<file path="src/rtl/greedy_vec_order_pkg.sv">
package greedy_vec_order_pkg;

  typedef enum logic [1:0] {
    PH_IDLE = 2'd0,
    PH_EMIT = 2'd1,
    PH_SCAN = 2'd2,
    PH_FIN  = 2'd3
  } phase_t;

  // strobes from the control FSM to the datapath
  typedef struct packed {
    logic loadWr;     // write a slot
    logic seqInit;    // clear run state, select slot 0
    logic emitAccept; // presented vector taken by consumer
    logic scanClear;  // restart candidate search
    logic scanStep;   // compare one candidate
  } ctrlStrobes_t;

endpackage

</file>
<file path="src/rtl/gvo_datapath.sv">
module gvo_datapath
  import greedy_vec_order_pkg::*;
#(
  parameter int NUM_VEC = 16,
  parameter int VEC_W   = 16,
  localparam int IW = $clog2(NUM_VEC),
  localparam int DW = $clog2(VEC_W + 1),
  localparam int CW = $clog2(NUM_VEC * VEC_W + 1)
) (
  input  logic             clk,
  input  logic             rstN,
  input  ctrlStrobes_t     strb,
  input  logic [IW-1:0]    ldIdx,
  input  logic [VEC_W-1:0] ldData,
  output logic [VEC_W-1:0] outData,
  output logic [IW-1:0]    outIdx,
  output logic [CW-1:0]    totalCost,
  output logic             scanLast
);

  localparam logic [IW-1:0] LAST_IDX = IW'(NUM_VEC - 1);

  logic [VEC_W-1:0]   vecMem [NUM_VEC];
  logic [NUM_VEC-1:0] usedMask;
  logic [IW-1:0]      curIdx;
  logic [IW-1:0]      selIdx;
  logic [DW-1:0]      selDist;
  logic [IW-1:0]      candIdx;
  logic [IW-1:0]      bestIdx;
  logic [DW-1:0]      bestDist;
  logic               bestFound;
  logic [CW-1:0]      costAcc;

  logic [VEC_W-1:0]   diffBits;
  logic [DW-1:0]      candDist;
  logic               candTake;

  // vector storage
  always_ff @(posedge clk or negedge rstN) begin
    if (!rstN) begin
      for (int s = 0; s < NUM_VEC; s++) vecMem[s] <= '0;
    end else if (strb.loadWr) begin
      for (int s = 0; s < NUM_VEC; s++) begin
        if (ldIdx == IW'(s)) vecMem[s] <= ldData;
      end
    end
  end

  // distance of the current candidate to the last emitted vector
  assign diffBits = vecMem[candIdx] ^ vecMem[curIdx];

  always_comb begin
    candDist = '0;
    for (int b = 0; b < VEC_W; b++) candDist = candDist + DW'(diffBits[b]);
  end

  // strict less-than keeps the lowest index on a tie
  assign candTake = !usedMask[candIdx] && (!bestFound || (candDist < bestDist));

  // run state
  always_ff @(posedge clk or negedge rstN) begin
    if (!rstN) begin
      usedMask <= '0;
      curIdx   <= '0;
      selIdx   <= '0;
      selDist  <= '0;
      costAcc  <= '0;
    end else begin
      if (strb.seqInit) begin
        usedMask <= '0;
        curIdx   <= '0;
        selIdx   <= '0;
        selDist  <= '0;
        costAcc  <= '0;
      end
      if (strb.emitAccept) begin
        usedMask[selIdx] <= 1'b1;
        costAcc          <= costAcc + CW'(selDist);
        curIdx           <= selIdx;
      end
      if (strb.scanStep && (candIdx == LAST_IDX)) begin
        selIdx  <= candTake ? candIdx  : bestIdx;
        selDist <= candTake ? candDist : bestDist;
      end
    end
  end

  // candidate search
  always_ff @(posedge clk or negedge rstN) begin
    if (!rstN) begin
      candIdx   <= '0;
      bestIdx   <= '0;
      bestDist  <= '0;
      bestFound <= 1'b0;
    end else if (strb.scanClear) begin
      candIdx   <= '0;
      bestFound <= 1'b0;
    end else if (strb.scanStep) begin
      if (candTake) begin
        bestIdx   <= candIdx;
        bestDist  <= candDist;
        bestFound <= 1'b1;
      end
      candIdx <= candIdx + IW'(1);
    end
  end

  assign scanLast  = (candIdx == LAST_IDX);
  assign outData   = vecMem[selIdx];
  assign outIdx    = selIdx;
  assign totalCost = costAcc;

endmodule

</file>
<file path="src/rtl/gvo_control.sv">
module gvo_control
  import greedy_vec_order_pkg::*;
#(
  parameter int NUM_VEC = 16,
  localparam int IW = $clog2(NUM_VEC),
  localparam int EW = IW + 1
) (
  input  logic         clk,
  input  logic         rstN,
  input  logic         ldEn,
  input  logic         start,
  input  logic         outReady,
  input  logic         scanLast,
  output ctrlStrobes_t strb,
  output logic         busy,
  output logic         outValid,
  output logic         donePulse
);

  localparam logic [EW-1:0] LAST_EMIT = EW'(NUM_VEC - 1);

  phase_t        phase, phaseNext;
  logic [EW-1:0] emitCnt;

  always_comb begin
    strb      = '0;
    phaseNext = phase;
    case (phase)
      PH_IDLE: begin
        strb.loadWr = ldEn;
        if (start) begin
          strb.seqInit = 1'b1;
          phaseNext    = PH_EMIT;
        end
      end
      PH_EMIT: begin
        if (outReady) begin
          strb.emitAccept = 1'b1;
          if (emitCnt == LAST_EMIT) begin
            phaseNext = PH_FIN;
          end else begin
            strb.scanClear = 1'b1;
            phaseNext      = PH_SCAN;
          end
        end
      end
      PH_SCAN: begin
        strb.scanStep = 1'b1;
        if (scanLast) phaseNext = PH_EMIT;
      end
      default: phaseNext = PH_IDLE;
    endcase
  end

  always_ff @(posedge clk or negedge rstN) begin
    if (!rstN) begin
      phase   <= PH_IDLE;
      emitCnt <= '0;
    end else begin
      phase <= phaseNext;
      if (strb.seqInit)         emitCnt <= '0;
      else if (strb.emitAccept) emitCnt <= emitCnt + EW'(1);
    end
  end

  assign busy      = (phase != PH_IDLE);
  assign outValid  = (phase == PH_EMIT);
  assign donePulse = (phase == PH_FIN);

endmodule

</file>
<file path="src/rtl/greedy_vec_order.sv">
module greedy_vec_order
  import greedy_vec_order_pkg::*;
#(
  parameter int NUM_VEC = 16,
  parameter int VEC_W   = 16,
  localparam int IW = $clog2(NUM_VEC),
  localparam int CW = $clog2(NUM_VEC * VEC_W + 1)
) (
  input  logic             clk,
  input  logic             rstN,
  input  logic             ldEn,
  input  logic [IW-1:0]    ldIdx,
  input  logic [VEC_W-1:0] ldData,
  input  logic             start,
  output logic             busy,
  output logic             outValid,
  input  logic             outReady,
  output logic [IW-1:0]    outIdx,
  output logic [VEC_W-1:0] outData,
  output logic             donePulse,
  output logic [CW-1:0]    totalCost
);

  ctrlStrobes_t strb;
  logic         scanLast;

  gvo_control #(.NUM_VEC(NUM_VEC)) uCtrl (
    .clk(clk), .rstN(rstN), .ldEn(ldEn), .start(start), .outReady(outReady),
    .scanLast(scanLast), .strb(strb), .busy(busy), .outValid(outValid),
    .donePulse(donePulse)
  );

  gvo_datapath #(.NUM_VEC(NUM_VEC), .VEC_W(VEC_W)) uData (
    .clk(clk), .rstN(rstN), .strb(strb), .ldIdx(ldIdx), .ldData(ldData),
    .outData(outData), .outIdx(outIdx), .totalCost(totalCost), .scanLast(scanLast)
  );

endmodule

</file>
<file path="config.mk">
export PLATFORM = sky130hd
export DESIGN_NAME = greedy_vec_order
export DESIGN_NICKNAME = d
export VERILOG_FILES = /design/src/rtl/greedy_vec_order_pkg.sv /design/src/rtl/gvo_datapath.sv /design/src/rtl/gvo_control.sv /design/src/rtl/greedy_vec_order.sv
export SDC_FILE = /design/constraint.sdc
export NUM_CORES = 1
export LEC_CHECK = 0
export CAP_MARGIN = 15
export CORE_ASPECT_RATIO = 1.4
export CORE_UTILIZATION = 40
export CTS_BUF_LIST = sky130_fd_sc_hd__clkbuf_16
export CTS_CLUSTER_DIAMETER = 150
export DETAILED_ROUTE_END_ITERATION = 7
export DONT_BUFFER_PORTS = 1
export PLACE_DENSITY = 0.66
export SLEW_MARGIN = 40
export SYNTH_ARGS = -nofsm -noshare
export SYNTH_HDL_FRONTEND = slang
export SYNTH_HIERARCHICAL = 1
export SYNTH_SLANG_ARGS = --single-unit
</file>
<file path="constraint.sdc">
create_clock -name clk -period 7.9 [get_ports clk]
set_input_delay 0.395 -clock clk [delete_from_list [all_inputs] [get_ports clk]]
set_output_delay 0.395 -clock clk [all_outputs]
set_load 0.01 [all_outputs]
</file>
# After elaboration in Yosys (flattened, before gate mapping)
# Cells that the tools add are included.
# totals
regBits,315
latch_bits,0
ramBits,0
romBits,0
in_bits,25
word_cells,155
n_memories,0
# classes
addsub,18
multipliers,0
n_div,0
order_cmp,7
n_eq_ne,23
shift,0
muxes,42
n_bitwise,6
reduce_logical,32
# ops
operator,count
$bmux W16 S4,3
$mux W16,8
$add A5 B1 Y5,14
$eq A4 B4 Y1 const B,9
$reduce_and A2 Y1,18
$mux W5,5
$mux W4,6
$mux W9,2
$eq A4 B3 Y1 const B,4
$or A16 B16 Y16,1
$xor A16 B16 Y16,1
$ge A5 B5 Y1 const B,3
$not A4 Y5,3
$mux W2,6
$lt A4 B5 Y1 const B,2
$reduce_bool A2 Y1,5
$add A9 B5 Y9,1
$mux W1,9
$eq A4 B2 Y1 const B,2
$pmux W2 S3,1
$add A5 B1 Y5 const B,1
$eq A5 B4 Y1 const B,1
$lt A5 B5 Y1,1
$add A4 B1 Y4 const B,1
other kinds (16),21

# Longest topological paths before layout
# depth
depth_word,26
depth_mapped,23
mapped_depth_nobuf,20

# Hierarchy
# Netlist, hierarchy kept.
# by_module_without_submodules
mod,instances,cells_each,area_each_um2,seq_area_each_um2
gvo_datapath,1,1146,18228.7,7707.4
gvo_control,1,39,379.1,175.2

# Least setup slack after synthesis
# OpenSTA, ideal clock, no wires.
# synth_path
path_kind,reg2reg
from,register uData.curIdx[0]
to,register uData.bestDist[0]
setup_ns,0.125
arrival_ns,6.652
path_slack_ns,1.123
stages_incl_launch_ff,19
path_buffers,2
cell_sequence,dfrtp_1 buf_2 buf_1 mux4_2 mux4_2 xor2_1 fa_1 fa_1 fa_1 fa_1 ha_1 fa_1 xor2_1 ha_1 a21oi_1 o21ai_0 a21oi_1 nor3b_4 mux2_2
# synth_via
elab_chain_len,24
# synth_lines
item,line_no,text
from (decl),gvo_datapath.sv:25,logic [IW-1:0] curIdx;
from (signal assigned),gvo_datapath.sv:79,curIdx <= selIdx;
$not A4 Y5 (implied by the code) (*),gvo_datapath.sv:50,assign diffBits = vecMem[candIdx] ^ vecMem[curIdx];
$bmux W16 S4 (*),gvo_datapath.sv:50,
$mux W16 (implied by the code) (*) (2 in a row),gvo_datapath.sv:50,
$xor A16 B16 Y16 (*),gvo_datapath.sv:50,
$add A1 B1 Y2,gvo_datapath.sv:54,for (int b = 0; b < VEC_W; b++) candDist = candDist + DW'(diffBits[b]);
$add A5 B1 Y5 (13 in a row),gvo_datapath.sv:54,
$add A5 B1 Y5 (*),gvo_datapath.sv:54,
$lt A5 B5 Y1,gvo_datapath.sv:58,assign candTake = !usedMask[candIdx] && (!bestFound || (candDist < bestDist));
$logic_or A1 B1 Y1,gvo_datapath.sv:58,
$logic_and A1 B1 Y1,gvo_datapath.sv:58,
$mux W5 (*),--,
to (signal assigned),gvo_datapath.sv:101,bestDist <= candDist;
to (decl),gvo_datapath.sv:30,logic [DW-1:0] bestDist;
# Mark *: on every way between the ends. The rest lies on a longest branch, timed or not. The select of a mux whose other input is x is not followed.
# A chain may end at the register's enable or synchronous reset.

# Final worst setup path
# layout_path
from,register uData.candIdx[0]
to,register uData.bestIdx[2]
# layout_via
elab_chain_len,24
word_cells_on_any_way,27
classes_between,add/sub: 15; order compare: 1; mux: 6; bitwise: 2; reduce/logical: 3
# layout_lines
item,line_no,text
from (decl),gvo_datapath.sv:28,logic [IW-1:0] candIdx;
from (signal assigned),gvo_datapath.sv:104,candIdx <= candIdx + IW'(1);
$not A4 Y5 (implied by the code),gvo_datapath.sv:50,
$bmux W16 S4,gvo_datapath.sv:50,
$mux W16 (implied by the code) (2 in a row),gvo_datapath.sv:50,
$xor A16 B16 Y16,gvo_datapath.sv:50,
$add A1 B1 Y2,gvo_datapath.sv:54,
$add A5 B1 Y5 (14 in a row),gvo_datapath.sv:54,
$lt A5 B5 Y1,gvo_datapath.sv:58,
$logic_or A1 B1 Y1,gvo_datapath.sv:58,
$logic_and A1 B1 Y1 (*),gvo_datapath.sv:58,
$mux W4 (*),--,
to (signal assigned),gvo_datapath.sv:100,bestIdx <= candIdx;
to (decl),gvo_datapath.sv:29,logic [IW-1:0] bestIdx;
# Marked as above.

==> summary.txt <==
outcome - finished, final reports clean
routed len/inst - 26.47 microns
CP arrival - 7.80 ns
Crit. End Element - register
Final ANT Viol Nets - 0
Clock transition at path regs - 0.06 ns
fin nets - 1229
RSZ-0062 raised after global routing - no
clock skew - 0.01674 ns
sequential fraction of the synthesis area - 42.36%
ys flop type - dfrtp_1
flops & latches, synth - 315
first-pass GRT wire length - 73910 microns
CP startpoint kind - register
Post-Route Setup TNS - 0 ns
worst rel slew slack - 41.85%
syn_area_per_cell - 15.70 sq um
top cell type by total area after synthesis - dfrtp_1
largest cells by area after synthesis - dfrtp_1, mux4_2, mux2_2, clkbuf_1, fa_1
final max-slew violation count - 0
Clock Latency Late Sink - 0.58 ns
Hold Fails Final Rpt - 0
post-DP HPWL - 29790 microns
io pins - 57
Max clock buf depth - 3
hold path depth - 2
Post-synth top cells - dfrtp_1, mux2_2, mux4_2
hold slack final - 0.08634 ns
Vias - 11185
Die Span Y - 257.2 microns
Final setup viols - 0
Top delay family on crit path - adder cells
GP Congestion - 0.8161
area share of the largest cell type after synthesis - 42.36%
crit-path max cell delay - 0.91 ns
Area growth syn-to-layout - 10.93%
synthesized area - 0.01861 sq mm
Avg Vias per Cell - 6.146
Reg2Reg Depth - 16
Final Cycle Share - 93.02%
crit path kind - reg -> reg
GRT overflow - 0
top-count cell post-synth - dfrtp_1
CTS Root Cell - clkbuf_16
die area - 0.04740 sq mm
CP max stage cell - dfrtp_4
Post-synth EDFFs - 0
Starting Density - 40.48%
Yosys Warn Count - 6
core region area - 0.04596 sq mm
initial antenna violation count - 5
CP required - 8.35 ns
Port Buffers - 0
largest net degree at the start of global routing - 316
Chip Width - 184.3 microns
worst slew pin tran - 0.8722 ns
TritonCTS clock tree - yes
worst path cell trace - mux4_2 -> mux4_2 -> xor2_1 -> fa_1 -> fa_1 -> fa_1 -> fa_1 -> ha_1 -> fa_1 -> xor2_1 -> ha_1 -> a21oi_1 -> o21ai_0 -> a21oi_1 -> nor3b_4 -> mux2_2
Hold Crit Class - in -> reg
layout cells sized above 1 - 51.83%
Mapped Nets - 1238
Worst path depth - 16
CTS H-tree lvls - 1
Critical Path Fanout Max - 33
CTS Sinks - 315
Residual DRC - 0
routed wire length - 48170 microns
Overall Global Routing Usage - 20.99%
Core Rows - 93
most frequent cell on the critical path - fa_1
ys async rst share - 100.0%
post-synthesis cell type count - 45
fin cells - 1820
post-layout min period - 7.349 ns
vias in the first global route - 11918
Critical path buffers and inverters - 0
CTS buffer count - 31
Pre-Repair DR Iteration Count - 5
Cells after Synth - 1185
maxcap violations - 0
dpl cells - 1739
post-CTS setup buffers - 0
initial DRC count - 889
achievable frequency - 0.1361 GHz
## final timing paths
kind	start	end	slack, ns
max reg2reg	uData/candIdx[0]	uData/bestIdx[2]	0.55
min	outReady	uCtrl/emitCnt[4]	0.09
min reg2reg	uCtrl/emitCnt[3]	uCtrl/emitCnt[3]	0.49
min in group asynchronous	rstN	uData/vecMem[213]	0.32
max	uData/candIdx[0]	uData/bestIdx[2]	0.55
max in group asynchronous	rstN	uData/outIdx[0]	5.82
## sequential cells by signal (all words and copies together), names as in the netlist
name	count
uData/totalCost	9
uData/outIdx	4
uData/curIdx	4
uData/bestIdx	4
uCtrl/emitCnt	5
uData/selDist	5
uData/usedMask	16
uCtrl/phase	2
uData/bestDist	5
uData/candIdx	4
uData/bestFound	1
uData/vecMem	256
## stage by stage
| step | worst slack, ns | instance area (sq um) | util (%) |
|---|---|---|---|
| after global routing | 0.1671 | 20640 | 44.91 |
| after floorplan | 1.123 | 18610 | - |
| after CTS | 0.5035 | 20540 | 44.68 |
| after detailed placement | 0.5191 | 19360 | 42.12 |
| final | 0.5514 | 20640 | 44.91 |
| after global placement | 0.5905 | 19350 | 42.10 |
## per-layer routing
layer	routed length, microns	track usage, %
met5	23	0
met4	1587	7.431
met3	2932	3.821
met2	24560	35.62
met1	19070	26.83
## kinds of logic (layout without fill, tap and decap cells)
kind of cell	Yosys count	after routing	share of synthesized area (%)
mux	522	522	46.33
flops	315	315	42.36
buf+inv	137	152	2.871
simple gates	99	99	2.864
compound gates	59	59	2.071
fa+ha+maj	28	28	2.326
xor+xnor	25	25	1.177
other cells	0	3	0
## cells in the final DEF, fill, tap and decap left out, drive strengths merged, types with 13 or more instances in the layout
cell         synthesis  final
dfrtp              315    315
mux2               264    264
mux4               245    245
buf                 34     44
inv                 34     41
clkbuf              69     31
nand2               25     25
nor2                22     22
xor2                18     18
o21ai               18     18
dlygate4sd3          0     17
ha                  17     17
o22ai               16     16
nand2b              14     14
mux2i               13     13
## what timing repair did
action                    4_1_cts  5_1_grt
hold endpoints to repair      571       80
hold buffers                   17        1
resized for setup               0        0
## area by class of cell
cell class	count	area [sq um]
fillers	3932	25320
multi-input cells	733	10220
flip-flops and latches	315	7909
clock buffers	31	775.7
well taps	617	772.0
repair buffers	61	613.1
clock inverters	26	215.2
inverters	34	127.6
diodes	3	7.507
Power is left out: the tool's default activity adds up to more than one toggle a clock period on the data nets, which glitch-free logic cannot reach.
